==> config.mk <==
export PLATFORM = sky130hd
export DESIGN_NAME = hitless_ref_corrector
export DESIGN_NICKNAME = d
export VERILOG_FILES = /design/src/rtl/hrc_pkg.sv /design/src/rtl/hrc_clr_filter.sv /design/src/rtl/hrc_switch_fsm.sv /design/src/rtl/hrc_delay_path.sv /design/src/rtl/hitless_ref_corrector.sv
export SDC_FILE = /design/constraint.sdc
export NUM_CORES = 1
export LEC_CHECK = 0
export ABC_AREA = 1
export BUFFER_PORTS_ARGS = -buffer_cell sky130_fd_sc_hd__buf_2
export CAP_MARGIN = 20
export CORE_ASPECT_RATIO = 0.8
export CORE_MARGIN = 3
export CORE_UTILIZATION = 35
export CTS_BUF_LIST = sky130_fd_sc_hd__clkbuf_8 sky130_fd_sc_hd__clkbuf_16
export CTS_CLUSTER_DIAMETER = 150
export DETAILED_ROUTE_END_ITERATION = 10
export SLEW_MARGIN = 15
export SYNTH_ARGS = -nofsm -noshare
export SYNTH_HDL_FRONTEND = slang
export SYNTH_SLANG_ARGS = --single-unit
==> constraint.sdc <==
create_clock -name clk -period 2.5 [get_ports clk]
set_input_delay 0.5 -clock clk [delete_from_list [all_inputs] [get_ports clk]]
set_output_delay 0.5 -clock clk [all_outputs]
set_load 0.02 [all_outputs]
==> src/rtl/hrc_pkg.sv <==
package hrc_pkg;
  typedef enum logic [1:0] {
    ST_NORM = 2'd0,
    ST_CAP  = 2'd1,
    ST_LOAD = 2'd2
  } hrc_state_e;
endpackage

==> src/rtl/hrc_clr_filter.sv <==
module hrc_clr_filter #(
  parameter int CLR_MIN_CYC = 30
) (
  input  logic clk,
  input  logic rst,
  input  logic clr_n_i,
  output logic clr_o
);
  localparam int CW = $clog2(CLR_MIN_CYC + 1);

  logic          s1, s2;
  logic [CW-1:0] cnt;

  always_ff @(posedge clk) begin
    if (rst) begin
      s1    <= 1'b1;
      s2    <= 1'b1;
      cnt   <= '0;
      clr_o <= 1'b0;
    end else begin
      s1    <= clr_n_i;
      s2    <= s1;
      clr_o <= 1'b0;
      if (s2) begin
        cnt <= '0;
      end else if (cnt != CW'(CLR_MIN_CYC)) begin
        cnt <= cnt + 1'b1;
        if (cnt == CW'(CLR_MIN_CYC - 1)) clr_o <= 1'b1;
      end
    end
  end

  AST_CLR_ONE_SHOT: assert property (@(posedge clk) disable iff (rst)
    clr_o |=> !clr_o);
  AST_CLR_AFTER_LOW: assert property (@(posedge clk) disable iff (rst)
    clr_o |-> !$past(s2));
endmodule

==> src/rtl/hrc_switch_fsm.sv <==
module hrc_switch_fsm
  import hrc_pkg::*;
(
  input  logic clk,
  input  logic rst,
  input  logic frame_i,
  input  logic sel_i,
  input  logic sw_i,
  output logic hold_o,
  output logic evt_o,
  output logic cap_o,
  output logic ld_o,
  output logic upd_o
);
  hrc_state_e state, state_n;
  logic       sel_q;

  assign evt_o = sw_i | (sel_i != sel_q);
  assign cap_o = (state == ST_CAP)  & frame_i & ~evt_o;
  assign ld_o  = (state == ST_LOAD) & frame_i & ~evt_o;
  assign upd_o = (state == ST_NORM) & frame_i & ~evt_o;

  always_comb begin
    state_n = state;
    if (evt_o) begin
      state_n = ST_CAP;
    end else begin
      case (state)
        ST_CAP:  if (frame_i) state_n = ST_LOAD;
        ST_LOAD: if (frame_i) state_n = ST_NORM;
        default: state_n = ST_NORM;
      endcase
    end
  end

  always_ff @(posedge clk) begin
    if (rst) begin
      state  <= ST_NORM;
      sel_q  <= sel_i;
      hold_o <= 1'b0;
    end else begin
      state  <= state_n;
      sel_q  <= sel_i;
      hold_o <= (state_n != ST_NORM);
    end
  end

  AST_EVT_ENTERS_HOLD: assert property (@(posedge clk) disable iff (rst)
    evt_o |=> hold_o);
  AST_LOAD_LEAVES_HOLD: assert property (@(posedge clk) disable iff (rst)
    ld_o |=> !hold_o);
  AST_CAP_IN_HOLD: assert property (@(posedge clk) disable iff (rst)
    cap_o |-> hold_o);
  AST_SINGLE_ACTION: assert property (@(posedge clk) disable iff (rst)
    $onehot0({cap_o, ld_o, upd_o}));
endmodule

==> src/rtl/hrc_delay_path.sv <==
module hrc_delay_path #(
  parameter int PHASE_W = 16
) (
  input  logic               clk,
  input  logic               rst,
  input  logic [PHASE_W-1:0] phase_i,
  input  logic               upd_i,
  input  logic               cap_i,
  input  logic               ld_i,
  input  logic               clr_i,
  output logic [PHASE_W-1:0] phase_o
);
  logic [PHASE_W-1:0] delay_q;
  logic [PHASE_W-1:0] cap_q;

  always_ff @(posedge clk) begin
    if (rst) begin
      delay_q <= '0;
      cap_q   <= '0;
      phase_o <= '0;
    end else begin
      if (upd_i) phase_o <= phase_i - delay_q;
      if (cap_i) cap_q <= phase_i;
      if (clr_i)     delay_q <= '0;
      else if (ld_i) delay_q <= cap_q - phase_o;
    end
  end

  AST_CLR_ZEROES_DELAY: assert property (@(posedge clk) disable iff (rst)
    clr_i |=> (delay_q == '0));
  AST_LOAD_ALIGNS: assert property (@(posedge clk) disable iff (rst)
    (ld_i && !clr_i) |=> ((cap_q - delay_q) == phase_o));
  AST_OUT_NEEDS_FRAME: assert property (@(posedge clk) disable iff (rst)
    !upd_i |=> $stable(phase_o));
endmodule

==> src/rtl/hitless_ref_corrector.sv <==
module hitless_ref_corrector #(
  parameter int PHASE_W     = 16,
  parameter int CLR_MIN_CYC = 30
) (
  input  logic               clk,
  input  logic               rst,
  input  logic               frame_i,
  input  logic               ref_sel_i,
  input  logic               sw_i,
  input  logic               clr_n_i,
  input  logic [PHASE_W-1:0] phase_i,
  output logic [PHASE_W-1:0] phase_o,
  output logic               holdover_o
);
  logic clr_p, evt, cap, ld, upd;

  hrc_clr_filter #(.CLR_MIN_CYC(CLR_MIN_CYC)) u_clr (
    .clk(clk), .rst(rst), .clr_n_i(clr_n_i), .clr_o(clr_p)
  );

  hrc_switch_fsm u_fsm (
    .clk(clk), .rst(rst), .frame_i(frame_i), .sel_i(ref_sel_i), .sw_i(sw_i),
    .hold_o(holdover_o), .evt_o(evt), .cap_o(cap), .ld_o(ld), .upd_o(upd)
  );

  hrc_delay_path #(.PHASE_W(PHASE_W)) u_dly (
    .clk(clk), .rst(rst), .phase_i(phase_i), .upd_i(upd), .cap_i(cap),
    .ld_i(ld), .clr_i(clr_p), .phase_o(phase_o)
  );

  AST_HOLD_FREEZES_OUT: assert property (@(posedge clk) disable iff (rst)
    holdover_o |-> $stable(phase_o));
  AST_EVT_NO_UPDATE: assert property (@(posedge clk) disable iff (rst)
    evt |=> $stable(phase_o));
endmodule

Yosys cells after proc, flatten, opt, wreduce, memory -nomap -nowiden
Cells that the tools add are included.

storage, ports and cells
  register bits = 60
  input port bits = 22

operators by class
  reduce and logical (&&, ||, !) cells = 5
  bitwise operators = 9
  add/subtract/negate cells = 3
  eq/ne operators = 5
  multiplexer cells = 5

operators by type and width
  cell                                            count
  subtractor 16 bit                               2
  bitwise AND 1 bit                               6
  two-way mux 2 bit                               3
  adder 5 x 1 -> 5 bit (second input constant)    1
  == test 5 bit (second input constant)           1
  inequality test 5 bit (second input constant)   1
  case mux 2 bit (2 select lines)                 1
  OR reduction 2 bit                              2
  OR reduction 3 bit                              1
  == test 2 x 1 -> 1 bit (second input constant)  1
  == test 2 bit (second input constant)           1
  logical NOT 2 bit                               1
  inverter 1 bit                                  2
  nonzero test 2 bit                              1
  two-way mux 1 bit                               1
  inequality test 1 bit                           1
  OR 1 bit                                        1

Longest topological paths before layout
Gate-level depths: netlist (run 1).

  word-level depth = 4
  gate-level depth with buffers = 13

Hierarchy
A second synthesis (run 1) with hierarchy kept.

unflattened totals
  cell total of the unflattened synthesis = 713
  area, all modules = 4451.8 um^2

modules (own cells, without submodules)
  module          sequential area each (um^2)  times used  cells an instance  area each (um^2)
  hrc_delay_path  960.9                        1           626                3792.4
  hrc_clr_filter  160.2                        1           46                 367.9
  hrc_switch_fsm  80.1                         1           41                 291.5

Worst setup path before layout (run 1)
Ideal clock, no wire load.

  path type = input to register
  start point = input phase_i[0]
  end point = register u_dly.phase_o[8]
  slack = 593 ps
  data arrival time = 1851 ps
  required time = 2444 ps
  library setup time = 56 ps
  stages on the path = 11
  buffers on the path = 0
  cell sequence = inv_1 -> ha_1 -> fa_1 -> inv_1 -> nand3_1 -> nand3_1 -> a21oi_1 -> or2_2 -> nand3_1 -> nand2_1 -> inv_1

on the way
  word-level cells in the longest chain between the ends = 1

RTL lines
  element                 RTL line                     RTL
  start: declaration      hitless_ref_corrector.sv:11  input logic [PHASE_W-1:0] phase_i,
  subtractor 16 bit       hrc_delay_path.sv:22         if (upd_i) phase_o <= phase_i - delay_q;
  end signal: assignment  hrc_delay_path.sv:22
  end: declaration        hrc_delay_path.sv:11         output logic [PHASE_W-1:0] phase_o

No other way between the ends.
A chain may end at the register's enable or synchronous reset.

Worst setup path after layout (run 1)
  start point = register u_dly.phase_o[0]
  end point = register u_dly.delay_q[8]

on the way
  word-level cells in the longest chain between the ends = 1

RTL lines
  element                 RTL line              RTL
  subtractor 16 bit       hrc_delay_path.sv:25  else if (ld_i) delay_q <= cap_q - phase_o;
  end signal: assignment  hrc_delay_path.sv:25
  end: declaration        hrc_delay_path.sv:13  logic [PHASE_W-1:0] delay_q;

No other way between the ends.

==> results of run 1 <==
cell families (layout without fill, tap and decap cells):
| logic type | count (synthesis) | in the layout | share of synthesized area |
|---|---|---|---|
| adders and majority gates | 38 | 38 | 0.1150 |
| AOI/OAI and AO/OA | 88 | 88 | 0.1103 |
| buffers and inverters | 167 | 216 | 0.1555 |
| DFF | 60 | 60 | 0.2817 |
| and+or+nand+nor | 318 | 318 | 0.3169 |
| xor gates and xnor gates | 10 | 10 | 0.02054 |
flip-flops by register name, summed over array words and instances (netlist names):
| signal | flops |
|---|---|
| u_clr.s2 | 1 |
| u_clr.s1 | 1 |
| u_dly.cap_q | 16 |
| u_fsm.state | 2 |
| u_fsm.hold_o | 1 |
| u_dly.delay_q | 16 |
| u_clr.clr_o | 1 |
| u_dly.phase_o | 16 |
| u_fsm.sel_q | 1 |
| u_clr.cnt | 5 |
final cells by class:
class / count / share of cell area
inverter: 154 / 0.1179
timing repair buffer: 46 / 0.05061
clock inverter: 7 / 0.02024
tap: 148 / 0.03745
clock buffer: 9 / 0.04555
sequential: 60 / 0.2429
multi-input combinational: 454 / 0.4853
routing by layer:
metal / share of wire / vias to the layer above
met3: 0.047 / 20
li1: - / 2201
met4: 0.021 / 0
met2: 0.43 / 87
met1: 0.51 / 1832
met5: 0 / -
power groups by stage:
stage	Sequential [mW]	Combinational, mW	Clock [mW]
after CTS	1.00	0.565	1.39
after global placement	1.02	0.556	0
after floorplan	1.03	0.402	0
final	0.999	0.570	1.36
after detailed placement	1.02	0.562	0
after global routing	1.00	0.651	1.43
worst paths after layout:
path | start | end
worst max register to register | u_dly.phase_o[0]$_SDFFE_PP0P_ | u_dly.delay_q[8]$_SDFFE_PP0P_
worst min register to register | u_clr.s1$_SDFF_PP1_ | u_clr.s2$_SDFF_PP1_
worst max-delay path | u_dly.phase_o[0]$_SDFFE_PP0P_ | u_dly.delay_q[8]$_SDFFE_PP0P_
worst min-delay path | ref_sel_i | u_fsm.sel_q$_DFF_P_
cell usage in the layout, fill, tap and decap left out, types with 2 or more instances in the layout:
master,count
o21a_1,2
xor2_1,4
dfxtp_1,60
bufinv_16,2
buf_4,8
nor3_1,7
nand2_1,196
ha_1,36
nor2_1,30
clkinv_4,4
or2_2,6
nand4_1,7
nand2_2,2
fa_1,2
a21oi_1,61
inv_1,152
buf_2,38
clkbuf_16,9
o211ai_1,6
nand3_1,66
a211oi_1,2
xnor2_1,6
o21ai_0,16
metrics by stage:
| step | worst slack, ps | power (mW) | cells |
|---|---|---|---|
| after global routing | 499.3 | 3.081 | 878 |
| final | 618.0 | 2.929 | 878 |
| after global placement | 391.3 | 1.575 | 862 |
| after CTS | 614.0 | 2.950 | 878 |
| after detailed placement | 385.1 | 1.583 | 862 |
| after floorplan | 593.0 | 1.436 | 681 |
worst reg2reg max path, stage by stage, from the launching register on:
cell and delay, ps:
dfxtp_1 330, ha_1 230, fa_1 410, inv_1 90
nand3_1 70, nand3_1 150, a21oi_1 100, or2_2 280
nand3_1 70, nand2_1 50, inv_1 40
==> qor.tcl, run 1 <==
set qor(status) {completed}
set qor(gp_congestion) 0.8413
set qor(cts_sinks) 60
set qor(clockPowerShare) 0.464
set qor(post-route-util) 0.4229
set qor(power.share.switching) 0.2960
set qor(worst_ep_arrival_time_ps) 2160
set qor(p_int_mw) 2.062
set qor(initial_utilization) 0.3647
set qor(synth-warning-count) 0
set qor(critical-path-slowest-cell) {fa_1}
set qor(crit_cells) 10
set qor(antenna_found_initial) 0
set qor(max-clock-path-buffers) 2
set qor(worst_hold_path.num_cells) 1
set qor(syn_area_per_cell_um2) 6.262
set qor(grt_overflow) 0
set qor(initial_drc_count) 224
set qor(crit_path_end_kind) {flip-flop}
set qor(die-width_um) 129.4
set qor(route.detailed.wl_per_inst_um) 13.02
set qor(cts-htree-levels) 3
set qor(crit_path_cell_trace) {ha_1, fa_1, inv_1, nand3_1, nand3_1, a21oi_1, or2_2, nand3_1, nand2_1, inv_1}
set qor(met2_usage) 0.2655
set qor(number_of_synthesized_flops_with_an_enable_pin) 0
set qor(grt_start_max_net_pins) 20
set qor(antennaDiodeCount) 0
set qor(clock_insertion_delay_worst_skew_ps) 330
set qor(synthDominantAreaCellType) {dfxtp_1}
set qor(hold_viol) 0
set qor(fmax_ghz) 0.5314
set qor(port_buffers) 38
set qor(register_area_um2) 1201
set qor(pin_count) 39
set qor(irDropWorstVdd_uv) 317.9
set qor(netSwitchingPower_mw) 0.8669
set qor(synth_most_common_cell) {nand2_1}
set qor(drt_first_pass_iters) 4
set qor(core_box_area_um2) 11690
set qor(synthesis.area_um2) 4264
set qor(wirelength_um) 11430
set qor(max-slew-margin-rel) 0.7504
set qor(fin_tns_setup_ps) 0
set qor(clk_root_buffer_cell) {clkbuf_16}
set qor(postCtsHoldBufs) 0
set qor(critical_path.max_fanout) 3
set qor(slew_violations) 0
set qor(drive_above_1_share) 0.1027
set qor(fillCellCount) 1207
set qor(cpMostUsedCell) {nand3_1}
set qor(floorplan.die.height_um) 104.7
set qor(rsz0062_at_grt) {no}
set qor(timing.max_cap.violations) 0
set qor(die_area_um2) 13550
set qor(dp_hpwl_um) 9231
set qor(synth-main-ff-cell) {dfxtp_1}
set qor(wire_length_of_the_first_global_routing_pass_um) 19040
set qor(path_delay_family) {adder cells}
set qor(async_flop_share) 0
set qor(tightestPinTransition_ps) 373.9
set qor(fin_nets) 785
set qor(worst_case_reg_to_reg_path_depth) 10
set qor(yosys_register_bits) 60
set qor(fin_worst_skew_ps) 8.194
set qor(grt.met1_usage) 0.2519
set qor(ys_seq_area_frac) 0.2817
set qor(synth.top_cell.area_share) 0.2817
set qor(cts-resized-gates) 0
set qor(worst-endpoint-required_ps) 2770
set qor(area.growth.synth_to_final_pct) 15.96
set qor(use_met3) 0.03526
set qor(path_clk_slew_ps) 60
set qor(route.detailed.vias_per_inst) 4.715
set qor(netlist-cell-type-count) 30
set qor(area_occupied_by_multi_input_gates_um2) 2400
set qor(timing.critical_path.from_type) {flip-flop}
set qor(net_count_after_synthesis) 741
set qor(synthTopCellsByCount) {nand2_1 (196), inv_1 (152), nand3_1 (66), a21oi_1 (61), dfxtp_1 (60)}
set qor(finalCritPeriodShare) 0.7528
set qor(route.detailed.drc) 0
set qor(critical_path.n_buffers_inverters) 2
set qor(row_count) 35
set qor(post-cts-setup-buffers) 0
set qor(fin_worst_hold_slack_ps) 292.8
set qor(layout_min_cycle_time_ps) 1882
set qor(power.combinational.fraction) 0.195
set qor(top_usage_layer) {met2}
set qor(timing.final.setup_violations) 0
set qor(cts-buffers-inserted) 9
set qor(r2r_slack_ps) 620
set qor(number_of_global_route_vias_before_repair) 3932
set qor(hold_path.class) {input port to flip-flop}
set qor(tritoncts_clock_tree) {done}
set qor(postPlaceCellArea_um2) 4619
set qor(global_route.usage.total) 0.1773
set qor(power.density_nw_per_um2) 592.3
set qor(slowest_delay_ps) 410
set qor(seq_power_share) 0.341
set qor(worst_path_class_setup) {flip-flop to flip-flop}
set qor(power.static_leakage_nw) 2.690
set qor(synthesis.instances) 681
set qor(antenna_violating_nets_post_route) 0
set qor(fin_area_um2) 4945
set qor(synth_area_leaders) {dfxtp_1 (28%), nand2_1 (17%), inv_1 (13%)}
set qor(number_of_vias_in_the_routed_layout) 4140
No activity file was read; power rests on OpenSTA's default activity.
==> run 2: changes to the inputs <==
Clock period 2.5 ns to 1.65 ns, I/O delays scaled along.
==> run 2 against run 1 <==
The flow now finishes with violations (setup timing). Worst setup slack got worse by 630 ps. Maximum frequency rose by 13%. Global-route usage rose by 1.2 points. Critical path type unchanged.
==> qor.tcl, run 2 (synthesis gave the netlist of run 1 again) <==
set qor(status) {complete, but fails checks}
set qor(violations) {setup timing}
set qor(hold_path.class) {input port to flip-flop}
set qor(power.density_nw_per_um2) 758.8 ;# +28%
set qor(timing.critical_path.from_type) {flip-flop}
set qor(finalCritPeriodShare) 1.006 ;# +0.2528
set qor(critical-path-slowest-cell) {fa_2}
set qor(path_delay_family) {adder cells}
set qor(crit_path_end_kind) {flip-flop}
set qor(worst_ep_arrival_time_ps) 1870 ;# -290 ps
set qor(route.detailed.vias_per_inst) 4.814 ;# +2.1%
set qor(worst_path_class_setup) {flip-flop to flip-flop}
set qor(crit_path_cell_trace) {inv_2, ha_4, fa_2, buf_4, xnor2_1, o21ai_0, a21oi_1}
set qor(global_route.usage.total) 0.1897 ;# +0.01246
set qor(postPlaceCellArea_um2) 5052 ;# +9.4%
set qor(slew_violations) 0 ;# unchanged
set qor(path_clk_slew_ps) 60 ;# about the same
set qor(reg.largest.list) {u_dly.cap_q (16), u_dly.delay_q (16), u_dly.phase_o (16)}
set qor(drive_above_1_share) 0.2921 ;# +0.1894
set qor(wire_length_of_the_first_global_routing_pass_um) 20480 ;# +7.6%
set qor(die-width_um) 129.4 ;# unchanged
set qor(power.static_leakage_nw) 3.003 ;# +12%
set qor(antennaDiodeCount) 0 ;# unchanged
set qor(fin_worst_skew_ps) 9.519 ;# +1.325 ps
set qor(cts-htree-levels) 3 ;# unchanged
set qor(mostFrequentLayoutCell) {nand2_1}
set qor(rsz0062_at_grt) {yes}
set qor(fin_tns_setup_ps) -9.922 ;# -9.922 ps
set qor(max-clock-path-buffers) 2 ;# unchanged
set qor(initial_utilization) 0.3647 ;# unchanged
set qor(fmax_ghz) 0.6027 ;# +13%
set qor(critical_path.max_fanout) 2 ;# -1
set qor(fin_nets) 839 ;# +6.9%
set qor(port_buffers) 38 ;# unchanged
set qor(place_worst_setup_slack_ps) -159.5 ;# -544.5 ps
set qor(irDropWorstVdd_uv) 460.8 ;# +45%
set qor(area.growth.synth_to_final_pct) 38.03
set qor(cts_sinks) 60 ;# unchanged
set qor(critical_path.n_buffers_inverters) 2 ;# unchanged
set qor(route.detailed.drc) 0 ;# unchanged
set qor(report.power.total_mw) 4.466 ;# +52%
set qor(hold_viol) 0 ;# unchanged
set qor(number_of_global_route_vias_before_repair) 4270 ;# +8.6%
set qor(number_of_vias_in_the_routed_layout) 4487 ;# +8.4%
set qor(fin_area_um2) 5886 ;# +19%
set qor(core_box_area_um2) 11690 ;# unchanged
set qor(timing.final.setup_violations) 2 ;# +2
set qor(drt_first_pass_iters) 5 ;# +1
set qor(layout.cells.most_common_list) {nand2_1 (178), inv_1 (141), buf_4 (59)}
set qor(clk_root_buffer_cell) {clkbuf_16}
set qor(antenna_found_initial) 0 ;# unchanged
set qor(wirelength_um) 12600 ;# +10%
set qor(gp_congestion) 0.8536 ;# +1.5%
set qor(timing.max_cap.violations) 0 ;# unchanged
set qor(route.detailed.wl_per_inst_um) 13.52 ;# +3.8%
set qor(initial_drc_count) 163 ;# -27%
set qor(tritoncts_clock_tree) {done}
set qor(antenna_violating_nets_post_route) 0 ;# unchanged
set qor(fin_ws_ps) -9.299 ;# -627.3 ps
set qor(max-slew-margin-rel) 0.7383 ;# -0.01209
set qor(die_area_um2) 13550 ;# unchanged
set qor(grt_overflow) 0 ;# unchanged
set qor(layout_min_cycle_time_ps) 1659 ;# -222.7 ps
set qor(dp_hpwl_um) 9754 ;# +5.7%
set qor(slowest_delay_ps) 350 ;# -60 ps
set qor(clock_insertion_delay_worst_skew_ps) 330 ;# about the same
set qor(cts-buffers-inserted) 9 ;# unchanged
set qor(pin_count) 39 ;# unchanged
set qor(floorplan.die.height_um) 104.7 ;# unchanged
set qor(grt_start_max_net_pins) 20 ;# unchanged
set qor(fillCellCount) 1106 ;# -8.4%
set qor(tightestPinTransition_ps) 392.1 ;# +18.12 ps
set qor(row_count) 35 ;# unchanged
set qor(worst-endpoint-required_ps) 1860 ;# -910 ps
run 2: changes by cell type in the layout (fill, tap and decap cells not counted), moves of 13 or more:
cell / delta
ha_1: -27
buf_4: +51
nand2_1: -18
ha_4: +25
nand3_1: -13
dfxtp_1: -13
nand2_2: +16
run 2: worst reg2reg max path: cells and delay by family (launching register included):
family / cells / cell delay, ps
compound gates: 2 / 410
xor+xnor: 1 / 120
buf+inv: 2 / 190
fa+ha+maj: 2 / 500
flops: 1 / 320
run 2: through the flow:
| stage | instances | utilization | hold WS [ps] |
|---|---|---|---|
| floorplan | 681 | - | 357.7 |
| global placement | 911 | 0.4321 | 446.9 |
| detailed placement | 911 | 0.4321 | 460.5 |
| CTS | 929 | 0.4723 | 107.7 |
| global route | 932 | 0.5034 | 112.7 |
| finish | 932 | 0.5034 | 118.5 |
run 2: layer usage:
layer	global-route usage	up-vias	share of wire	wire length (µm)
met5	0	-	0	0
met4	0.06297	0	0.023	294
met3	0.03526	24	0.036	449
met2	0.3025	102	0.46	5778
met1	0.2569	2045	0.48	6075
li1	-	2316	-	-
run 2: power breakdown:
part           switching, mW  total [mW]  internal (mW)
clock                  0.721        1.77           1.05
combinational          0.679        1.17          0.492
sequential            0.0310        1.52           1.49
run 2: worst paths after layout:
| check | to | cells after the start | slack [ps] | startpoint |
|---|---|---|---|---|
| worst min register to register | u_dly.delay_q[2]$_SDFFE_PP0P_ | 2 | 490 | u_dly.delay_q[2]$_SDFFE_PP0P_ |
| worst min-delay path | u_fsm.sel_q$_DFF_P_ | 1 | 120 | ref_sel_i |
| worst max-delay path | u_dly.delay_q[2]$_SDFFE_PP0P_ | 7 | -9 | u_dly.cap_q[0]$_SDFFE_PP0P_ |
| worst max register to register | u_dly.delay_q[2]$_SDFFE_PP0P_ | 7 | -9 | u_dly.cap_q[0]$_SDFFE_PP0P_ |
run 2: final cells by class:
class	count	area, µm²	area share
well taps	148	185.2	0.03146
clock inverters	6	38.79	0.006590
repair buffers	100	675.6	0.1148
inverters	154	583.1	0.09906
clock buffers	10	239.0	0.04060
multi-input cells	454	2944	0.5002
flip-flops and latches	60	1220	0.2073
run 2: what timing repair did:
item,4_1_cts,5_1_grt
hold buffers,0,0
gates resized for setup,29,71
endpoints found under the hold margin,0,0
pin swaps,3,13
setup endpoints to repair,13,24
setup buffers,2,3
==> run 3: changes to the inputs <==
Settings changed: ABC_AREA 1 to unset, HOLD_SLACK_MARGIN set to 0.05.
==> run 3 against run 2 <==
The flow still finishes with violations (setup timing). Global-route usage rose by 2.0 points. Clock power rose by 2%. Non-clock buffer count rose by 71. Sequential cell count did not move. Synthesized cell count fell by 27%. Critical path type unchanged. Highest routed layer unchanged.
==> qor.tcl, run 3 <==
set qor(status) {complete, but fails checks}
set qor(violations) {setup timing}
set qor(fin_tns_setup_ps) -5199 ;# -5189 ps
set qor(number_of_synthesized_flops_with_an_enable_pin) 0 ;# unchanged
set qor(ys_seq_area_frac) 0.3134 ;# +0.03173
set qor(route.detailed.vias_per_inst) 5.277 ;# +9.6%
set qor(netlist-cell-type-count) 56 ;# +87%
set qor(wire_length_of_the_first_global_routing_pass_um) 20340 ;# -0.67%
set qor(global_route.usage.total) 0.2097 ;# +0.02000
set qor(tritoncts_clock_tree) {done}
set qor(initial_utilization) 0.3669 ;# +0.002183
set qor(grt_start_max_net_pins) 36 ;# +80%
set qor(die_area_um2) 12250 ;# -9.6%
set qor(postPlaceCellArea_um2) 5349 ;# +5.9%
set qor(worst_ep_arrival_time_ps) 2290 ;# +420 ps
set qor(reg.largest.list) {u_dly.cap_q (16), u_dly.delay_q (16), u_dly.phase_o (16)}
set qor(dp_hpwl_um) 9118 ;# -6.5%
set qor(synth_most_common_cell) {nand2_1}
set qor(hold_path.class) {input port to flip-flop}
set qor(net_count_after_synthesis) 554 ;# -25%
set qor(wirelength_um) 12770 ;# +1.4%
set qor(layout_min_cycle_time_ps) 2088 ;# +428.3 ps
set qor(max-slew-margin-rel) 0.6766 ;# -0.06177
set qor(fin_worst_skew_ps) 7.688 ;# -1.831 ps
set qor(slew_violations) 0 ;# unchanged
set qor(synthesis.instances) 494 ;# -27%
set qor(cts_sinks) 60 ;# unchanged
set qor(async_flop_share) 0 ;# unchanged
set qor(cts-htree-levels) 3 ;# unchanged
set qor(die-width_um) 123.0 ;# -5.0%
set qor(hold_viol) 0 ;# unchanged
set qor(row_count) 33 ;# -5.7%
set qor(grt_overflow) 0 ;# unchanged
set qor(antenna_found_initial) 0 ;# unchanged
set qor(drive_above_1_share) 0.4659 ;# +0.1738
set qor(antennaDiodeCount) 0 ;# unchanged
set qor(synth-main-ff-cell) {dfxtp_1}
set qor(fin_ws_ps) -437.6 ;# -428.3 ps
set qor(critical_path.max_fanout) 2 ;# unchanged
set qor(route.detailed.wl_per_inst_um) 15.99 ;# +18%
set qor(layout.cells.most_common_list) {buf_4 (120), nand2_1 (60), dfxtp_1 (40)}
set qor(rsz0062_at_grt) {yes}
set qor(synth-warning-count) 0 ;# unchanged
set qor(finalCritPeriodShare) 1.265 ;# +0.2596
set qor(synthDominantAreaCellType) {dfxtp_1}
set qor(tightestPinTransition_ps) 484.6 ;# +92.55 ps
set qor(gp_congestion) 0.8578 ;# +0.49%
set qor(timing.max_cap.violations) 0 ;# unchanged
set qor(port_buffers) 38 ;# unchanged
set qor(worst_path_class_setup) {flip-flop to flip-flop}
set qor(number_of_vias_in_the_routed_layout) 4216 ;# -6.0%
set qor(crit_path_end_kind) {flip-flop}
set qor(core_box_area_um2) 10450 ;# -11%
set qor(fmax_ghz) 0.4790 ;# -21%
set qor(power.static_leakage_nw) 2.542 ;# -15%
set qor(path_clk_slew_ps) 50 ;# about the same
set qor(area.growth.synth_to_final_pct) 59.68
set qor(pin_count) 39 ;# unchanged
set qor(antenna_violating_nets_post_route) 0 ;# unchanged
set qor(route.detailed.drc) 0 ;# unchanged
set qor(power.density_nw_per_um2) 732.5 ;# -3.5%
set qor(initial_drc_count) 198 ;# +21%
set qor(mostFrequentLayoutCell) {buf_4}
set qor(drt_first_pass_iters) 5 ;# unchanged
set qor(worst-endpoint-required_ps) 1850 ;# about the same
set qor(synthTopCellsByCount) {nand2_1 (61), dfxtp_1 (60), a21oi_1 (54), inv_1 (40), ha_1 (36)}
set qor(synth.top_cell.area_share) 0.3134 ;# +0.03173
set qor(postCtsHoldBufs) 0 ;# unchanged
set qor(timing.final.setup_violations) 23 ;# +21
set qor(yosys_register_bits) 60 ;# unchanged
set qor(synth_area_leaders) {dfxtp_1 (31%), ha_1 (12%), a21oi_1 (7.1%)}
set qor(floorplan.die.height_um) 99.60 ;# -4.9%
set qor(clk_root_buffer_cell) {clkbuf_16}
set qor(syn_area_per_cell_um2) 7.758 ;# +24%
set qor(fin_worst_hold_slack_ps) 121.0 ;# +2.517 ps
set qor(irDropWorstVdd_uv) 608.6 ;# +32%
set qor(fin_area_um2) 6120 ;# +4.0%
set qor(timing.critical_path.from_type) {flip-flop}
set qor(number_of_global_route_vias_before_repair) 4123 ;# -3.4%
set qor(synthesis.area_um2) 3832 ;# -10%
set qor(fin_nets) 714 ;# -15%
set qor(max-clock-path-buffers) 2 ;# unchanged
set qor(clock_insertion_delay_worst_skew_ps) 340 ;# about the same
set qor(cts-buffers-inserted) 9 ;# unchanged
[run 3: changes by cell type after synthesis, moves of 9 or more]
| cell | change |
|---|---|
| inv_1 | -112 |
| nand3_1 | -42 |
| nand2_1 | -135 |
| nor3_1 | +9 |
| o21a_1 | +9 |
[run 3: layout make-up]
class / instances / area [µm²]
fillers: 906 / 4327
multi-input cells: 372 / 3002
repair buffers: 171 / 1264
flip-flops and latches: 60 / 1241
clock buffers: 9 / 225.2
well taps: 140 / 175.2
inverters: 40 / 157.7
clock inverters: 7 / 55.05
[run 3: metrics by stage]
stage / util / instances / power, mW / setup WS [ps]
after floorplan: - / 494 / 2.083 / -326.3
after global placement: 0.5120 / 769 / 2.455 / -555.0
after detailed placement: 0.5120 / 769 / 2.471 / -658.8
after CTS: 0.5609 / 795 / 4.407 / -453.9
after global routing: 0.5858 / 799 / 4.693 / -493.2
final: 0.5858 / 799 / 4.483 / -437.6
[run 3: cells by family after synthesis]
logic type,count (synthesis),synth area share
AOI/OAI and AO/OA,134,0.2227
muxes,4,0.01045
DFF,60,0.3134
buffers and inverters,62,0.06399
and+or+nand+nor,181,0.2272
adders and majority gates,38,0.1280
xor gates and xnor gates,15,0.03428
[run 3: power by group]
| group | switching, mW | internal, mW |
|---|---|---|
| sequential | 0.0236 | 1.48 |
| combinational | 0.574 | 0.601 |
| clock | 0.668 | 1.14 |
| total | 1.27 | 3.22 |
[run 3: worst paths after layout]
kind | to | depth (start not counted) | slack, ps | startpoint
max | u_dly.phase_o[8]$_SDFFE_PP0P_ | 9 | -440 | u_dly.delay_q[0]$_SDFFE_PP0P_
min | u_fsm.sel_q$_DFF_P_ | 1 | 120 | ref_sel_i
max reg2reg | u_dly.phase_o[8]$_SDFFE_PP0P_ | 9 | -440 | u_dly.delay_q[0]$_SDFFE_PP0P_
min reg2reg | u_clr.s2$_SDFF_PP1_ | 1 | 430 | u_clr.s1$_SDFF_PP1_
[run 3: metal layers]
layer / GRT usage / vias to the layer above / part of all wire
met5: 0 / - / 0
met4: 0.06298 / 0 / 0.015
met3: 0.04207 / 22 / 0.036
met2: 0.3347 / 91 / 0.48
met1: 0.2864 / 2038 / 0.47
li1: - / 2065 / -
[run 3: timing repair]
item	in CTS	in global routing
endpoints found under the setup margin	25	26
resized for setup	39	51
buffers inserted	10	5
pin swaps	43	29
[run 3: worst max-delay path, stage by stage (launching register included)]
cell and delay [ps]:
dfxtp_2 350, ha_4 150, fa_2 230, nor2b_2 60, o31a_1 340, buf_4 150, o31a_1 260, o22a_1 210
nand2_1 100, o311ai_2 100
